`src/rtl/lcs_pkg.sv`:
```
`timescale 1ns/1ps
package lcs_pkg;
  localparam int NUM_ST = 4;
  localparam int ST_W   = $clog2(NUM_ST);
  localparam int FUSE_W = NUM_ST - 1;

  typedef enum logic [ST_W-1:0] {
    ST_FACT = 2'd0,
    ST_DEV  = 2'd1,
    ST_DEPL = 2'd2,
    ST_RET  = 2'd3
  } lcs_e;

  typedef enum logic [2:0] {
    E_NONE  = 3'd0,
    E_BACK  = 3'd1,
    E_SKIP  = 3'd2,
    E_AUTH  = 3'd3,
    E_BUSY  = 3'd4
  } err_e;

  typedef struct packed {
    logic dbg;
    logic prog;
    logic fw_open;
    logic sboot;
    logic signed_only;
    logic keys;
    logic boot;
  } policy_t;

  function automatic logic [FUSE_W-1:0] therm(input logic [ST_W-1:0] lvl);
    logic [FUSE_W-1:0] r;
    r = '0;
    for (int i = 0; i < FUSE_W; i++) r[i] = (ST_W'(i) < lvl);
    return r;
  endfunction
endpackage

```
`src/rtl/lcs_fuse_bank.sv`:
```
`timescale 1ns/1ps
module lcs_fuse_bank
  import lcs_pkg::*;
#(
  parameter logic [FUSE_W-1:0] FUSE_INIT = '0
) (
  input  logic              clk_i,
  input  logic              rst_ni,
  input  logic              prog_i,
  input  logic [FUSE_W-1:0] prog_mask_i,
  output lcs_e              state_o
);
  logic [FUSE_W-1:0] fuse_q;
  logic [NUM_ST-1:0] hit;

  // set-only: programming can never clear a bit
  always_ff @(posedge clk_i or negedge rst_ni) begin
    if (!rst_ni)     fuse_q <= FUSE_INIT;
    else if (prog_i) fuse_q <= fuse_q | prog_mask_i;
  end

  for (genvar g = 0; g < NUM_ST; g++) begin : g_dec
    assign hit[g] = (fuse_q == therm(ST_W'(g)));
  end

  // invalid pattern falls through to retired
  always_comb begin
    state_o = ST_RET;
    for (int i = 0; i < NUM_ST; i++)
      if (hit[i]) state_o = lcs_e'(i);
  end
endmodule

```
`src/rtl/lcs_policy.sv`:
```
`timescale 1ns/1ps
module lcs_policy
  import lcs_pkg::*;
(
  input  lcs_e    state_i,
  input  logic    owner_dbg_en_i,
  output policy_t pol_o
);
  always_comb begin
    pol_o = '0;
    unique case (state_i)
      ST_FACT: begin
        pol_o.dbg = 1'b1; pol_o.prog = 1'b1; pol_o.fw_open = 1'b1;
        pol_o.boot = 1'b1;
      end
      ST_DEV: begin
        pol_o.dbg = 1'b1; pol_o.prog = 1'b1; pol_o.fw_open = 1'b1;
        pol_o.keys = 1'b1; pol_o.boot = 1'b1;
      end
      ST_DEPL: begin
        pol_o.dbg = owner_dbg_en_i; pol_o.sboot = 1'b1;
        pol_o.signed_only = 1'b1; pol_o.keys = 1'b1; pol_o.boot = 1'b1;
      end
      default: begin
        pol_o.sboot = 1'b1; pol_o.signed_only = 1'b1;
      end
    endcase
  end
endmodule

```
`src/rtl/lcs_seq.sv`:
```
`timescale 1ns/1ps
module lcs_seq
  import lcs_pkg::*;
#(
  parameter int                PROG_CYC  = 4,
  parameter logic [NUM_ST-1:0] AUTH_MASK = 4'b1000
) (
  input  logic              clk_i,
  input  logic              rst_ni,
  input  logic              req_valid_i,
  input  logic [ST_W-1:0]   req_target_i,
  input  logic              auth_valid_i,
  input  lcs_e              state_i,
  output logic              prog_o,
  output logic [FUSE_W-1:0] prog_mask_o,
  output logic              busy_o,
  output logic              done_o,
  output logic              err_o,
  output err_e              err_code_o,
  output logic              wipe_o
);
  localparam int CNT_W = (PROG_CYC > 1) ? $clog2(PROG_CYC) : 1;
  localparam logic [CNT_W-1:0] CNT_LAST = CNT_W'(PROG_CYC - 1);

  logic              busy_q, done_q, err_q, wipe_q;
  logic [CNT_W-1:0]  cnt_q;
  logic [ST_W-1:0]   tgt_q;
  err_e              code_q, chk_code;
  logic [ST_W:0]     nxt_lvl;

  assign nxt_lvl = {1'b0, state_i} + 1'b1;

  always_comb begin
    if (busy_q)                                         chk_code = E_BUSY;
    else if (req_target_i <= state_i)                   chk_code = E_BACK;
    else if ({1'b0, req_target_i} != nxt_lvl)           chk_code = E_SKIP;
    else if (AUTH_MASK[req_target_i] && !auth_valid_i)  chk_code = E_AUTH;
    else                                                chk_code = E_NONE;
  end

  assign prog_o      = busy_q && (cnt_q == CNT_LAST);
  assign prog_mask_o = therm(tgt_q);

  always_ff @(posedge clk_i or negedge rst_ni) begin
    if (!rst_ni) begin
      busy_q <= 1'b0;
      done_q <= 1'b0;
      err_q  <= 1'b0;
      wipe_q <= 1'b0;
      cnt_q  <= '0;
      tgt_q  <= '0;
      code_q <= E_NONE;
    end else begin
      done_q <= 1'b0;
      wipe_q <= 1'b0;
      err_q  <= 1'b0;
      code_q <= E_NONE;
      if (busy_q) begin
        if (cnt_q == CNT_LAST) begin
          busy_q <= 1'b0;
          done_q <= 1'b1;
          wipe_q <= (tgt_q == ST_RET);
        end else begin
          cnt_q <= cnt_q + 1'b1;
        end
      end
      if (req_valid_i) begin
        if (chk_code == E_NONE) begin
          busy_q <= 1'b1;
          cnt_q  <= '0;
          tgt_q  <= req_target_i;
        end else begin
          err_q  <= 1'b1;
          code_q <= chk_code;
        end
      end
    end
  end

  assign busy_o     = busy_q;
  assign done_o     = done_q;
  assign err_o      = err_q;
  assign err_code_o = code_q;
  assign wipe_o     = wipe_q;
endmodule

```
`src/rtl/lifecycle_ctrl.sv`:
```
`timescale 1ns/1ps
module lifecycle_ctrl
  import lcs_pkg::*;
#(
  parameter int                PROG_CYC  = 4,
  parameter logic [FUSE_W-1:0] FUSE_INIT = '0,
  parameter logic [NUM_ST-1:0] AUTH_MASK = 4'b1000
) (
  input  logic             clk_i,
  input  logic             rst_ni,
  input  logic             req_valid_i,
  input  logic [ST_W-1:0]  req_target_i,
  input  logic             auth_valid_i,
  input  logic             owner_dbg_en_i,
  output logic             busy_o,
  output logic             done_o,
  output logic             err_o,
  output logic [2:0]       err_code_o,
  output logic [ST_W-1:0]  state_o,
  output logic             dbg_en_o,
  output logic             prog_en_o,
  output logic             fw_open_o,
  output logic             sboot_req_o,
  output logic             signed_only_o,
  output logic             keys_valid_o,
  output logic             boot_allow_o,
  output logic             wipe_req_o
);
  lcs_e              cur_st;
  logic              prog;
  logic [FUSE_W-1:0] prog_mask;
  err_e              code;
  policy_t           pol;

  lcs_fuse_bank #(.FUSE_INIT(FUSE_INIT)) u_fuse (
    .clk_i       (clk_i),
    .rst_ni      (rst_ni),
    .prog_i      (prog),
    .prog_mask_i (prog_mask),
    .state_o     (cur_st)
  );

  lcs_seq #(.PROG_CYC(PROG_CYC), .AUTH_MASK(AUTH_MASK)) u_seq (
    .clk_i        (clk_i),
    .rst_ni       (rst_ni),
    .req_valid_i  (req_valid_i),
    .req_target_i (req_target_i),
    .auth_valid_i (auth_valid_i),
    .state_i      (cur_st),
    .prog_o       (prog),
    .prog_mask_o  (prog_mask),
    .busy_o       (busy_o),
    .done_o       (done_o),
    .err_o        (err_o),
    .err_code_o   (code),
    .wipe_o       (wipe_req_o)
  );

  lcs_policy u_pol (
    .state_i        (cur_st),
    .owner_dbg_en_i (owner_dbg_en_i),
    .pol_o          (pol)
  );

  assign err_code_o    = code;
  assign state_o       = cur_st;
  assign dbg_en_o      = pol.dbg;
  assign prog_en_o     = pol.prog;
  assign fw_open_o     = pol.fw_open;
  assign sboot_req_o   = pol.sboot;
  assign signed_only_o = pol.signed_only;
  assign keys_valid_o  = pol.keys;
  assign boot_allow_o  = pol.boot;
endmodule

```
`config.mk`:
```
export PLATFORM = sky130hd
export DESIGN_NAME = lifecycle_ctrl
export DESIGN_NICKNAME = d
export VERILOG_FILES = /design/src/rtl/lcs_pkg.sv /design/src/rtl/lcs_fuse_bank.sv /design/src/rtl/lcs_policy.sv /design/src/rtl/lcs_seq.sv /design/src/rtl/lifecycle_ctrl.sv
export SDC_FILE = /design/constraint.sdc
export NUM_CORES = 1
export LEC_CHECK = 0
export ABC_AREA = 0
export BUFFER_PORTS_ARGS = -buffer_cell sky130_fd_sc_hd__buf_2
export CAP_MARGIN = 20
export CORE_MARGIN = 2
export CORE_UTILIZATION = 50
export DETAILED_ROUTE_END_ITERATION = 6
export MAX_ROUTING_LAYER = met4
export PLACE_DENSITY = 0.83
export RECOVER_POWER = 50
export REMOVE_ABC_BUFFERS = 1
export SYNTH_ARGS = -nofsm -noshare
export SYNTH_HDL_FRONTEND = slang
export SYNTH_SLANG_ARGS = --single-unit
```
`constraint.sdc`:
```
create_clock -name clk_i -period 4 [get_ports clk_i]
set_clock_uncertainty 0.05 [all_clocks]
set_input_delay 1 -clock clk_i [delete_from_list [all_inputs] [get_ports clk_i]]
set_output_delay 1 -clock clk_i [all_outputs]
set_load 0.005 [all_outputs]
```
# Word level (Yosys, flattened, before mapping)
# Index checks and enable logic that the tools add are counted.
# word_totals
regBits	14
input_bits	7
elab_cells	65
# classes
addsub	2
n_lt_le_gt_ge	5
eq_ne	8
n_mux	31
bitwise	1
n_reduce_logical	10
# ops
cell	count
two-way mux 2 bit	11
two-way mux 3 bit	5
two-way mux 1 bit	13
equality test 2 bit (second input constant)	3
logical NOT 3 bit	2
< comparator 1 x 2 -> 1 bit (first input constant)	2
OR reduction 2 bit	2
adder 2 x 1 -> 3 bit (second input constant)	1
equality test 3 x 1 -> 1 bit (second input constant)	1
equality test 3 x 2 -> 1 bit (second input constant)	1
equality test 3 bit (second input constant)	1
< comparator 2 x 3 -> 1 bit (second input constant)	1
inequality test 2 x 3 -> 1 bit	1
bitwise OR 3 bit	1
OR reduction 3 bit	1
adder 2 x 1 -> 2 bit (second input constant)	1
binary-select mux 1 bit (select 2 bit)	1
equality test 2 x 1 -> 1 bit (second input constant)	1
<= comparator 2 bit	1
logical AND 1 bit	2
logical NOT 2 bit	1
< comparator 2 bit (first input constant)	1
one-hot mux 1 bit (2 select lines)	1
AND reduction 2 bit	1
logical NOT 1 bit	1

# Longest topological paths before layout
# depth
word_depth	13
mapped_depth	7

# Hierarchy
# A second synthesis with hierarchy kept.
# hier_totals
hier_cells	72
area_unflattened_um2	769.5
# modules_own_cells
mod	n_inst	cells_per_inst	area_each_um2	seq_area_each_um2
lcs_seq	1	49	538.0	275.3
lcs_fuse_bank	1	9	120.1	75.1
lcs_policy	1	14	111.4	0.0

# Worst setup path before layout
# No wires, ideal clock.
# synth_timing
kind	input port to flip-flop
startpoint	input port req_target_i[0]
endpoint	register u_seq.tgt_q[0]
setup_time_ps	125
arrival_time_ps	2243
setup_slack_ps	1582
path_stages	5
n_path_buf	0
path_cell_list	inv_1 -> ha_1 -> or3_4 -> nor3_4 -> mux2_2
# synth_between
elab_chain_len	9
elab_cells_between_ends	11
cone_classes	order compare (1); eq/ne (1); mux (6); reduce/logical (3)
# synth_rtl
element	line_no	text
start, declared	lifecycle_ctrl.sv:12	input logic [ST_W-1:0] req_target_i,
binary-select mux 1 bit (select 2 bit)	lcs_seq.sv:37	else if (AUTH_MASK[req_target_i] && !auth_valid_i) chk_code = E_AUTH;
two-way mux 1 bit (implied by the code)	lcs_seq.sv:37	
logical AND 1 bit	lcs_seq.sv:37	
two-way mux 2 bit	lcs_seq.sv:37	
two-way mux 3 bit	lcs_seq.sv:36	else if ({1'b0, req_target_i} != nxt_lvl) chk_code = E_SKIP;
two-way mux 3 bit	lcs_seq.sv:35	else if (req_target_i <= state_i) chk_code = E_BACK;
two-way mux 3 bit	lcs_seq.sv:34	if (busy_q) chk_code = E_BUSY;
logical NOT 3 bit	lcs_seq.sv:68	if (chk_code == E_NONE) begin
AND reduction 2 bit (no line)	n/a	
end signal, assigned	lcs_seq.sv:71	tgt_q <= req_target_i;
end, declared	lcs_seq.sv:27	logic [ST_W-1:0] tgt_q;
# Several ways; a longest one is shown, not always the timed one. The select of a mux whose other input is x is not followed.
# A chain may end at the register's enable or synchronous reset.

# Worst setup path in the final report
# layout_timing
startpoint	input port owner_dbg_en_i
endpoint	output port dbg_en_o
# layout_between
elab_chain_len	1
# layout_rtl
element	line_no	text
start, declared	lifecycle_ctrl.sv:14	input logic owner_dbg_en_i,
one-hot mux 1 bit (2 select lines)	lcs_policy.sv:11	unique case (state_i)
end, declared	lifecycle_ctrl.sv:20	output logic dbg_en_o,
# Every way passes these cells.

==> flow_summary.ini <==
[sta]
worst_pin_slew_ns = 0.7276
slew_violations = 0
fmaxAchievable_mhz = 424.0
finalSetupTns_ns = 0
max-slew-margin-rel = 0.5149
period_minus_slack_ns = 2.358
min_period_over_period = 0.5896
finalWorstSetupSlack_ns = 1.642
rsz0062_at_grt = false
finalSetupViolations = 0
hold_viol = 0

[clocking]
cts_hold_buffers = 0
numCtsBuffers = 3
clock_path_buffers = 2
post_cts_buffers = 0
clk_latency_ns = 0.27
cts_tree = done
clock_sinks = 14
cts_resized = 0
htreeDepth = 1
clkTransAtPathRegs_ns = 0.07
cts-root-buf = clkbuf_4

[power_and_ir_drop]
ir_worst_vdd_mv = 0.3136
power_density_nw_per_um2 = 786.9
p_leak_uw = 0.0004314
total_power_uw = 637.0

[logic_synthesis]
yosys_warnings = 0
synth_cells = 63
ys_seq_area_frac = 0.5293
avgSynthCellArea_um2 = 10.51
synth_top_cell_area_share = 0.5293
synth_top_area_cell = dfrtp_1
ys_seq_elements = 14
ys_types = 23
yosys-top-cells-area = dfrtp_1, nor2_1, inv_1
syn_area_um2 = 661.9

[drt]
vias = 513
wl_per_cell_um = 12.03
ant_nets = 0
dr.pass1.iters = 4
drc = 0
finalWirelength_um = 1227
via_per_inst = 5.029
drt_iter0_markers = 4

[layout]
final_cell_mix = buf_2, dfrtp_1, nor2_1, inv_1
fin_area_um2 = 809.5
layout_commonest_cell = buf_2
finalNetCount = 97
layout-area-overhead-vs-synth_pct = 22.31
layout-drive-gt1-share = 0.3678
fillers = 116
final_core_util = 0.6381
diodes = 0

[floorplanning]
initial_core_util = 0.5217
io_pins = 23
die_area_um2 = 1631
rows = 13
die_w_um = 40.39
die_h_um = 40.39
core_area_um2 = 1269

[placed_design]
gp_congestion = 0.7650
place_area_um2 = 775.7
dp_slack_ns = 1.367
io_buffers = 22
post-dp-hpwl_um = 1010

[critical_path]
setup.worst_path.class = in2out
cp_slowest_cell = buf_2
critical_path.top_delay_family = buffers and inverters
cp_max_fo = 1
worst_path_largest_cell_delay_ns = 0.12
crit_chain = buf_2 > nand2_1 > nand2_1 > buf_2
critPathCaptureType = output port
crit_buf_inv = 2
critPathArrivalTime_ns = 1.31
startpoint_type = input port
cp.required_ns = 2.95

[global_routing]
overflow = 0
grt_pass1_vias = 438
grt_use_total = 0.1857
grt_max_degree = 15
antenna_found_initial = 0
grt_pass1_wl_um = 1863

[outcome]
status = finished, final reports clean

[job]
maxCapViolCount = 0

[min_path]
min-delay-path-class = reg2reg
[per-stage QoR]
stage | hold slack [ns] | std cells
after global routing | 0.5202 | 102
final | 0.4831 | 102
after CTS | 0.4937 | 102
after floorplan | 0.4270 | 61
after detailed placement | 0.4715 | 98
after global placement | 0.4516 | 98
[path summary, 6_finish.rpt]
kind                                  endpoint  slack [ns]  depth (start not counted)             start
min in group asynchronous  u_seq.err_code_o[2]        0.70                          1            rst_ni
max reg2reg                     u_seq.tgt_q[0]        1.81                          6  u_fuse.fuse_q[1]
max in group asynchronous       u_seq.tgt_q[1]        2.74                          1            rst_ni
min reg2reg                   u_fuse.fuse_q[1]        0.48                          1    u_seq.tgt_q[1]
min                           u_fuse.fuse_q[1]        0.48                          1    u_seq.tgt_q[1]
max                                   dbg_en_o        1.64                          4    owner_dbg_en_i
[flip-flops by register name (all words and copies together) (netlist names)]
signal	cells
u_seq.err_o	1
u_seq.wipe_o	1
u_seq.tgt_q	2
u_seq.busy_o	1
u_fuse.fuse_q	3
u_seq.cnt_q	2
u_seq.done_o	1
u_seq.err_code_o	3
[power breakdown]
group          total (µW)  switching, µW  internal [µW]
Sequential            245           51.3            194
Combinational         294            149            145
Clock                97.7           42.3           55.3
[routing by layer]
metal,part of all wire,vias up,track usage
li1,-,261,-
met2,0.54,12,0.3016
met1,0.41,240,0.2049
met4,0,0,0.1000
met5,0,-,-
met3,0.048,0,0.05000
[logic make-up (layout without fill, tap and decap cells)]
| logic type | Yosys count | after routing | synth area share |
|---|---|---|---|
| DFF | 14 | 14 | 0.5293 |
| xor gates and xnor gates | 1 | 1 | 0.01323 |
| muxes | 2 | 2 | 0.03402 |
| adders and majority gates | 2 | 2 | 0.03780 |
| buffers and inverters | 9 | 33 | 0.06238 |
| and+or+nand+nor | 25 | 25 | 0.2250 |
| AOI/OAI and AO/OA | 10 | 10 | 0.09830 |
[layout make-up]
cell class | count | area, µm² | share of cell area
multi-input combinational | 40 | 270.3 | 0.3338
timing repair buffer | 22 | 107.6 | 0.1329
clock buffer | 4 | 36.28 | 0.04482
inverter | 7 | 26.28 | 0.03246
sequential | 14 | 350.3 | 0.4328
tap | 15 | 18.77 | 0.02318
[cells in the mapped netlist]
| cell | number |
|---|---|
| a21o_1 | 1 |
| or3_4 | 1 |
| nor3b_1 | 1 |
| a31oi_1 | 1 |
| ha_1 | 2 |
| a21o_2 | 1 |
| o21ai_0 | 1 |
| a21oi_1 | 5 |
| nand2b_4 | 1 |
| mux2_2 | 2 |
| nor3_1 | 3 |
| and3_1 | 1 |
| nor2_1 | 8 |
| buf_4 | 2 |
| nand2b_1 | 2 |
| or2_2 | 1 |
| a31oi_2 | 1 |
| nand4bb_1 | 1 |
| nor3_4 | 1 |
| xnor2_1 | 1 |
| dfrtp_1 | 14 |
| inv_1 | 7 |
| nand2_1 | 5 |
Power figures use the tool's default switching activity.
